$ cat config.mk
export PLATFORM = sky130hd
export DESIGN_NAME = ldst_unit
export DESIGN_NICKNAME = d
export VERILOG_FILES = /design/src/rtl/ldst_pkg.sv /design/src/rtl/ldst_addr_gen.sv /design/src/rtl/ldst_lane_map.sv /design/src/rtl/ldst_data_steer.sv /design/src/rtl/ldst_unit.sv
export SDC_FILE = /design/constraint.sdc
export NUM_CORES = 1
export LEC_CHECK = 0
export CAP_MARGIN = 20
export CORE_MARGIN = 2
export CORE_UTILIZATION = 48
export CTS_CLUSTER_DIAMETER = 30
export DETAILED_ROUTE_END_ITERATION = 6
export GPL_TIMING_DRIVEN = 0
export PLACE_DENSITY_LB_ADDON = 0.08
export SETUP_SLACK_MARGIN = 0.1
export SLEW_MARGIN = 20
export SYNTH_ARGS = -nofsm -noshare
export SYNTH_HDL_FRONTEND = slang
export SYNTH_HIERARCHICAL = 1
export SYNTH_SLANG_ARGS = --single-unit
$ cat constraint.sdc
create_clock -name clk -period 5.6 [get_ports clk]
set_input_delay 0.84 -clock clk [delete_from_list [all_inputs] [get_ports clk]]
set_output_delay 0.84 -clock clk [all_outputs]
set_load 0.05 [all_outputs]
$ cat src/rtl/ldst_pkg.sv
package ldst_pkg;
  typedef enum logic [1:0] {
    IDX_OFFSET = 2'd0,
    IDX_PRE_WB = 2'd1,
    IDX_POST   = 2'd2,
    IDX_RSVD   = 2'd3
  } idx_mode_e;

  typedef enum logic [1:0] {
    SZ_BYTE = 2'd0,
    SZ_HALF = 2'd1,
    SZ_WORD = 2'd2,
    SZ_RSVD = 2'd3
  } acc_size_e;
endpackage

$ cat src/rtl/ldst_addr_gen.sv
module ldst_addr_gen
  import ldst_pkg::*;
#(
  parameter int AW = 32
) (
  input  logic [AW-1:0] base_val,
  input  logic [AW-1:0] offs_val,
  input  logic          offs_sub,
  input  logic [1:0]    idx_mode,
  output logic [AW-1:0] eff_addr,
  output logic [AW-1:0] new_base,
  output logic          wb_req
);
  logic [AW-1:0] combined;

  always_comb begin
    combined = offs_sub ? (base_val - offs_val) : (base_val + offs_val);
    new_base = combined;
    eff_addr = (idx_mode == IDX_POST) ? base_val : combined;
    wb_req   = (idx_mode == IDX_PRE_WB) || (idx_mode == IDX_POST);
  end
endmodule

$ cat src/rtl/ldst_lane_map.sv
module ldst_lane_map
  import ldst_pkg::*;
#(
  parameter int DW = 32,
  localparam int NL = DW / 8,
  localparam int LB = $clog2(NL)
) (
  input  logic [LB-1:0] lane_off,
  input  logic [1:0]    size,
  input  logic          big,
  output logic [NL-1:0] be,
  output logic          misalign
);
  logic [LB-1:0] byte_lane;

  assign byte_lane = lane_off ^ {LB{big}};
  assign misalign  = ((size == SZ_HALF) && lane_off[0]) ||
                     ((size == SZ_WORD || size == SZ_RSVD) && (lane_off != '0));

  for (genvar i = 0; i < NL; i++) begin : g_lane
    localparam logic [LB-1:0] LID = LB'(i);
    assign be[i] = (size == SZ_BYTE) ? (byte_lane == LID) :
                   (size == SZ_HALF) ? ((byte_lane >> 1) == (LID >> 1)) :
                   1'b1;
  end
endmodule

$ cat src/rtl/ldst_data_steer.sv
module ldst_data_steer
  import ldst_pkg::*;
#(
  parameter int DW = 32,
  localparam int NL = DW / 8,
  localparam int LB = $clog2(NL)
) (
  input  logic [DW-1:0] st_data,
  input  logic [1:0]    st_size,
  input  logic [DW-1:0] rdata,
  input  logic [LB-1:0] ld_lane,
  input  logic [1:0]    ld_size,
  input  logic          big,
  output logic [DW-1:0] wdata,
  output logic [DW-1:0] ld_word
);
  logic [LB-1:0] ld_bl;
  logic [DW-1:0] byte_sh;
  logic [DW-1:0] half_sh;

  always_comb begin
    unique case (st_size)
      SZ_BYTE: wdata = {NL{st_data[7:0]}};
      SZ_HALF: wdata = {(NL/2){st_data[15:0]}};
      default: wdata = st_data;
    endcase
  end

  always_comb begin
    ld_bl   = ld_lane ^ {LB{big}};
    byte_sh = rdata >> {ld_bl, 3'b000};
    half_sh = rdata >> {ld_bl[LB-1:1], 4'b0000};
    unique case (ld_size)
      SZ_BYTE: ld_word = DW'(byte_sh[7:0]);
      SZ_HALF: ld_word = DW'(half_sh[15:0]);
      default: ld_word = rdata;
    endcase
  end
endmodule

$ cat src/rtl/ldst_unit.sv
module ldst_unit
  import ldst_pkg::*;
#(
  parameter int AW = 32,
  parameter int DW = 32,
  localparam int NL = DW / 8,
  localparam int LB = $clog2(NL)
) (
  input  logic          clk,
  input  logic          rst,
  input  logic          endian_big_pin,
  input  logic          req_valid,
  input  logic          req_store,
  input  logic [1:0]    req_size,
  input  logic [1:0]    idx_mode,
  input  logic          offs_sub,
  input  logic [AW-1:0] base_val,
  input  logic [AW-1:0] offs_val,
  input  logic [DW-1:0] st_data,
  input  logic          rsp_valid,
  input  logic [DW-1:0] rsp_rdata,
  output logic          bus_req,
  output logic          bus_we,
  output logic [AW-1:0] bus_addr,
  output logic [NL-1:0] bus_be,
  output logic [DW-1:0] bus_wdata,
  output logic          misalign,
  output logic          wb_en,
  output logic [AW-1:0] wb_val,
  output logic          ld_valid,
  output logic [DW-1:0] ld_data
);
  logic          big_q;
  logic [LB-1:0] ctx_lane_q;
  logic [1:0]    ctx_size_q;

  logic [AW-1:0] eff_addr;
  logic [AW-1:0] new_base;
  logic          wb_req;
  logic [NL-1:0] lane_be;
  logic          mis_now;
  logic [DW-1:0] steered;
  logic [DW-1:0] ld_word;
  logic          issue;

  ldst_addr_gen #(.AW(AW)) u_addr (
    .base_val (base_val),
    .offs_val (offs_val),
    .offs_sub (offs_sub),
    .idx_mode (idx_mode),
    .eff_addr (eff_addr),
    .new_base (new_base),
    .wb_req   (wb_req)
  );

  ldst_lane_map #(.DW(DW)) u_lanes (
    .lane_off (eff_addr[LB-1:0]),
    .size     (req_size),
    .big      (big_q),
    .be       (lane_be),
    .misalign (mis_now)
  );

  ldst_data_steer #(.DW(DW)) u_steer (
    .st_data  (st_data),
    .st_size  (req_size),
    .rdata    (rsp_rdata),
    .ld_lane  (ctx_lane_q),
    .ld_size  (ctx_size_q),
    .big      (big_q),
    .wdata    (steered),
    .ld_word  (ld_word)
  );

  assign issue = req_valid && !mis_now;

  always_ff @(posedge clk) begin
    if (rst) begin
      big_q      <= endian_big_pin;
      ctx_lane_q <= '0;
      ctx_size_q <= SZ_WORD;
      bus_req    <= 1'b0;
      bus_we     <= 1'b0;
      bus_addr   <= '0;
      bus_be     <= '0;
      bus_wdata  <= '0;
      misalign   <= 1'b0;
      wb_en      <= 1'b0;
      wb_val     <= '0;
      ld_valid   <= 1'b0;
      ld_data    <= '0;
    end else begin
      bus_req   <= issue;
      bus_we    <= issue && req_store;
      bus_addr  <= eff_addr;
      bus_be    <= issue ? lane_be : '0;
      bus_wdata <= steered;
      misalign  <= req_valid && mis_now;
      wb_en     <= issue && wb_req;
      wb_val    <= new_base;
      ld_valid  <= rsp_valid;
      if (rsp_valid) ld_data <= ld_word;
      if (issue && !req_store) begin
        ctx_lane_q <= eff_addr[LB-1:0];
        ctx_size_q <= req_size;
      end
    end
  end
endmodule

==> Yosys cells after proc, flatten, opt, wreduce, memory -nomap -nowiden <==
Index checks and enable logic that the tools add are counted.
{ "word_totals": {"regBits": 142, "input_bits": 139, "out_inout_bits": 137, "elab_cells": 57} }
{ "classes": {"add_sub_neg": 2, "eq_ne": 9, "shifts": 2, "n_mux": 10, "n_bitwise": 3, "reduce_logical": 18} }
{ "ops": {"columns": ["op", "count"], "rows": [
  ["$pmux W32 S2", 2],
  ["$mux W32", 2],
  ["$add A32 B32 Y32", 1],
  ["$shr A32 B5 Y16", 1],
  ["$shr A32 B5 Y8", 1],
  ["$sub A32 B32 Y32", 1],
  ["$eq A2 B2 Y1 const B", 5],
  ["$eq A2 B1 Y1 const B", 4],
  ["$logic_not A2 Y1", 4],
  ["$logic_and A1 B1 Y1", 7],
  ["$mux W1", 6],
  ["$xor A2 B2 Y2", 2],
  ["$logic_or A1 B1 Y1", 3],
  ["$logic_not A1 Y1", 2],
  ["$reduce_bool A2 Y1", 1],
  ["$reduce_or A2 Y1", 1],
  ["$not A1 Y1", 1]
]} }

==> Logic depth before layout (Yosys ltp) <==
{ "logic_depth": {"word_depth": 10, "mapped_depth": 17, "mapped_depth_nobuf": 16} }

==> By module <==
Netlist, hierarchy kept.
{ "modules_own_cells": {"columns": ["mod", "instances", "cells_each", "area_each_um2", "seq_area_each_um2"], "rows": [
  ["ldst_unit", 1, 343, 4145.2, 2852.7],
  ["ldst_addr_gen", 1, 499, 3314.4, 0.0],
  ["ldst_data_steer", 1, 122, 880.8, 0.0],
  ["ldst_lane_map", 1, 19, 103.8, 0.0]
]} }

==> Worst setup path after synthesis <==
No wires, ideal clock.
{ "synth_path": {"path_type": "input to register", "start": "in offs_val[18]", "end": "reg bus_addr[31]", "setup_time_ns": 0.128, "arrival_time_ns": 3.834, "required_time_ns": 5.472, "setup_slack_ns": 1.638, "path_stages": 15, "path_buffers": 1, "path_cell_list": "or4_1 -> nor3_1 -> nand2b_1 -> nor4_1 -> o21ai_0 -> xnor2_1 -> ha_1 -> buf_2 -> o21ai_0 -> nor3_1 -> a311o_1 -> a221oi_1 -> and3_1 -> o31ai_1 -> nor2b_1"} }
{ "synth_between": {"elab_chain_cells": 3, "elab_cells_between_ends": 4, "cone_classes": "add/sub (2); mux (2)"} }
{ "synth_rtl": {"columns": ["item", "line_no", "text"], "rows": [
  ["start, declared", "ldst_unit.sv:18", "input logic [AW-1:0] offs_val,"],
  ["$add A32 B32 Y32 or $sub A32 B32 Y32 (tied branches)", "ldst_addr_gen.sv:17", "combined = offs_sub ? (base_val - offs_val) : (base_val + offs_val);"],
  ["$mux W32 (*)", "ldst_addr_gen.sv:17", null],
  ["$mux W32 (*)", "ldst_addr_gen.sv:19", "eff_addr = (idx_mode == IDX_POST) ? base_val : combined;"],
  ["named net eff_addr[31]", "ldst_unit.sv:37", "logic [AW-1:0] eff_addr;"],
  ["end signal, assigned", "ldst_unit.sv:95", "bus_addr <= eff_addr;"],
  ["end, declared", "ldst_unit.sv:24", "output logic [AW-1:0] bus_addr,"]
]} }
The timed path passes the listed nets; every way through them passes the cells marked *.
A chain may end at the register's enable or synchronous reset.

==> Worst setup path after layout <==
{ "layout_path": {"start": "in offs_val[0]", "end": "reg bus_addr[27]"} }
The elaborated chain is that of the path after synthesis.

==> metrics.md <==
| Metric | Value |
|---|---|
| Final Core Density | 70.3% |
| Max-slew headroom | 45.1% |
| Fmax achieved | 196 MHz |
| Worst Path Max Fanout | 9 |
| Seq/Total Area, Yosys | 33.8% |
| Worst r2r dst | ld_data[6] |
| Layout fillers | 1420 |
| Fin Setup TNS | 0 ns |
| Horiz. Die Dim | 137 microns |
| DR vias | 8196 |
| Residual DRC | 0 |
| Max Cap Viol | 0 |
| Most common cell after layout, fill and taps aside | clkdlybuf4s50_1 |
| Clock transition at path regs | 0.06 ns |
| Gr usage total | 28.4% |
| Hold wc startpoint | ld_data[26] |
| # IOs | 276 |
| Total grt overflow | 0 |
| Ys flop type | dfxtp_1 |
| Worst path slowest cell | nor4b_2 |
| Min Tclk post-route | 5.09 ns |
| Clock latency on the worst-skew pair | 0.42 ns |
| Max Buffers Root-to-Sink | 2 |
| Number of global-route vias before repair | 7681 |
| Synth Area in Simple Gates | 25.0% |
| Final nets | 1449 |
| Crit path cell chain | clkdlybuf4s50_1, inv_1, ha_1, nand2b_1, nor4b_2, nand3_1, nor4_1, nor2_1, xnor2_1, ha_1, buf_2, inv_1, nor3_1, o2111ai_1, a211oi_1, o41ai_1, nor2b_1 |
| Worst Path Arrival | 5.38 ns |
| Num rows | 48 |
| Hold WS | 0.488 ns |
| Syn_nets | 1156 |
| Startpoint Class | primary input |
| Flop2flop setup slack | 3.56 ns |
| Ys async rst share | 0% |
| Routed WL | 26800 microns |
| Multi-input gate area | 5200 sq um |
| Post-route ant nets | 0 |
| Crit path kind | in -> reg |
| Worst r2r src | big_q |
| CP Capture Type | flip-flop |
| Initial DRC count | 565 |
| Via density | 5.41 |
| Cell count of the worst reg-to-reg path | 6 |
| CTS sink count | 142 |
| Synth Cell Area | 8440 sq um |
| Syn-to-layout area delta | 43.5% |
| Critical Path RT | 5.90 ns |
| First-pass GRT wire length | 40900 microns |
| Share of post-route cells with drive strength above 1 | 8.85% |
| Post-synth cell types | 71 |
| Fin crit share | 90.9% |
| Initial Util | 49.0% |
| Die Y | 137 microns |
| Xor and xnor fraction of the mapped netlist area | 6.34% |
| TritonCTS clock tree | built |
| Sequential Area | 2850 sq um |
| Largest family of logic cells by synthesized area | simple AND/OR/NAND/NOR gates |
| Synth Area in Compound Gates | 15.5% |
| Post-CTS resize count | 0 |
| Hpwl dp | 20900 microns |
| Synth Instances | 983 |
| Yosys warnings | 6 |
| Gpl congestion | 0.934 |
| Final Slew Violations | 0 |
| Post-synthesis mux area share | 9.60% |
| Hold bufs inserted after CTS | 0 |
| RSZ-0062 raised after global routing | false |
| Maximum vdd ir drop | 0.241 mV |
| Worst hold path class | reg -> reg |
| Worst path max stage delay | 0.58 ns |
| Initial antenna violation count | 0 |
| Largest net degree at the start of global routing | 17 |
| H-tree depth | 4 |
| Status | completed |
| Mean routed wirelength per cell | 17.7 microns |
| Tightest Pin Transition | 0.823 ns |
| CTS buffer count | 17 |
| Leak Pwr | 4.92 nW |
| Post-Synth Adder-Cell Area | 5.13% |
| Final clock skew | 0.00670 ns |
| Worst min-delay path endpoint | ld_data[26] |
| Setup Buffers After CTS | 0 |
| DIE AREA | 18700 sq um |
| Router iterations before antenna repair | 5 |
| Core Area | 17200 sq um |
| Commonest cells after routing, fill and taps aside | clkdlybuf4s50_1 (274), dfxtp_1 (141), nor2b_1 (105), nor2_1 (97), nand2_1 (76) |
| Hold path depth | 2 |
| Yosys reg bits | 142 |
| Clock root buffer | clkbuf_16 |
| Synthesized area per cell | 8.59 sq um |
| EDFF count, synth | 1 |
| Final Setup Violations | 0 |
| IO buf count | 274 |
| Pwr/cell area | 326 nW/um^2 |
| Hold Vio Cnt, Final | 0 |
-- metal layers --
metal | GRT usage (%) | part of all wire [%] | wire length [microns] | up-vias
met5 | 0 | 0 | 0 | -
met4 | 11.9 | 3.4 | 907 | 0
met3 | 4.78 | 6.6 | 1780 | 58
met2 | 47.9 | 48 | 13000 | 338
met1 | 35.8 | 42 | 11100 | 3772
li1 | - | - | - | 4028
-- where the power goes --
part           switching (W)  internal, W  total [W]
sequential         0.0000372      0.00113    0.00117
combinational       0.000930     0.000613    0.00154
clock               0.000453     0.000793    0.00125
-- cells in the mapped netlist, types with 4 or more instances --
library cell	n	area share, %
a211o_1	5	0.52
a21o_1	20	1.8
a21oi_1	41	2.4
a221o_1	8	0.95
a221oi_1	5	0.52
a31oi_1	7	0.52
and2_1	30	2.2
and3_1	10	0.74
and4_1	4	0.41
buf_2	23	1.4
buf_4	11	0.98
clkbuf_1	33	1.5
dfxtp_1	141	33
ha_1	33	4.9
inv_1	18	0.80
mux2_2	24	3.2
mux2i_1	51	6.0
nand2_1	76	3.4
nand2b_1	8	0.59
nand3_1	15	0.89
nand4_1	8	0.59
nor2_1	97	4.3
nor2b_1	105	7.8
nor3_1	23	1.4
nor3b_1	6	0.53
nor4_1	8	0.59
o21a_1	5	0.44
o21ai_0	35	2.1
o21bai_1	5	0.44
o221a_2	5	0.67
o31ai_1	4	0.36
or3_1	4	0.30
xnor2_1	46	4.8
xor2_1	12	1.2
-- through the flow --
stage                     power, W  setup slack [ns]  cell area, sq um  std cells
after floorplan            0.00221              1.64              8440        983
after global placement     0.00270             0.300             11500       1482
after detailed placement   0.00272             0.220             11500       1482
after CTS                  0.00397             0.648             12100       1513
after global routing       0.00412             0.119             12100       1513
final                      0.00396             0.511             12100       1514
-- area by class of cell --
cell class	instances	area share [%]
Multi-Input combinational cell	756	42.9
Sequential cell	142	23.5
Timing Repair Buffer	274	22.6
Clock buffer	18	3.54
Buffer	67	2.65
Tap cell	225	2.32
Clock inverter	13	1.77
Inverter	18	0.558
Antenna cell	1	0.0207
-- cells by family (layout without fill, tap and decap cells) --
kind of cell,Yosys count,in the layout
AOI/OAI and AO/OA,181,181
muxes,77,77
buffers and inverters,85,390
xor gates and xnor gates,59,59
other,0,1
DFF,142,142
and+or+nand+nor,405,405
adders and majority gates,34,34
-- sequential cells by signal, indices dropped and copies added, names as in the netlist --
name and cells:
big_q 1, bus_addr 32, bus_be 4, bus_req 1, bus_wdata 32, bus_we 1
ctx_lane_q 2, ctx_size_q 2, ld_data 32, ld_valid 1, misalign 1, wb_en 1
wb_val 32
-- worst max path at each step --
stage / end / depth (start not counted) / slack [ns] / startpoint
floorplan: bus_addr[31] / 15 / 1.64 / offs_val[18]
global placement: bus_addr[31] / 18 / 0.30 / offs_val[0]
detailed placement: bus_addr[31] / 18 / 0.22 / offs_val[0]
CTS: bus_addr[31] / 18 / 0.65 / offs_val[0]
global route: bus_addr[27] / 17 / 0.12 / offs_val[0]
finish: bus_addr[27] / 17 / 0.51 / offs_val[0]
-- critical path, delay by kind of cell --
kind,cells,cell delay [ns]
adder cells (fa/ha/maj),2,0.42
XOR/XNOR,1,0.16
AO/OA/AOI/OAI,3,0.93
buffers and inverters,4,0.87
AND/OR/NAND/NOR,7,2.17
(Power assumes the default switching activity.)
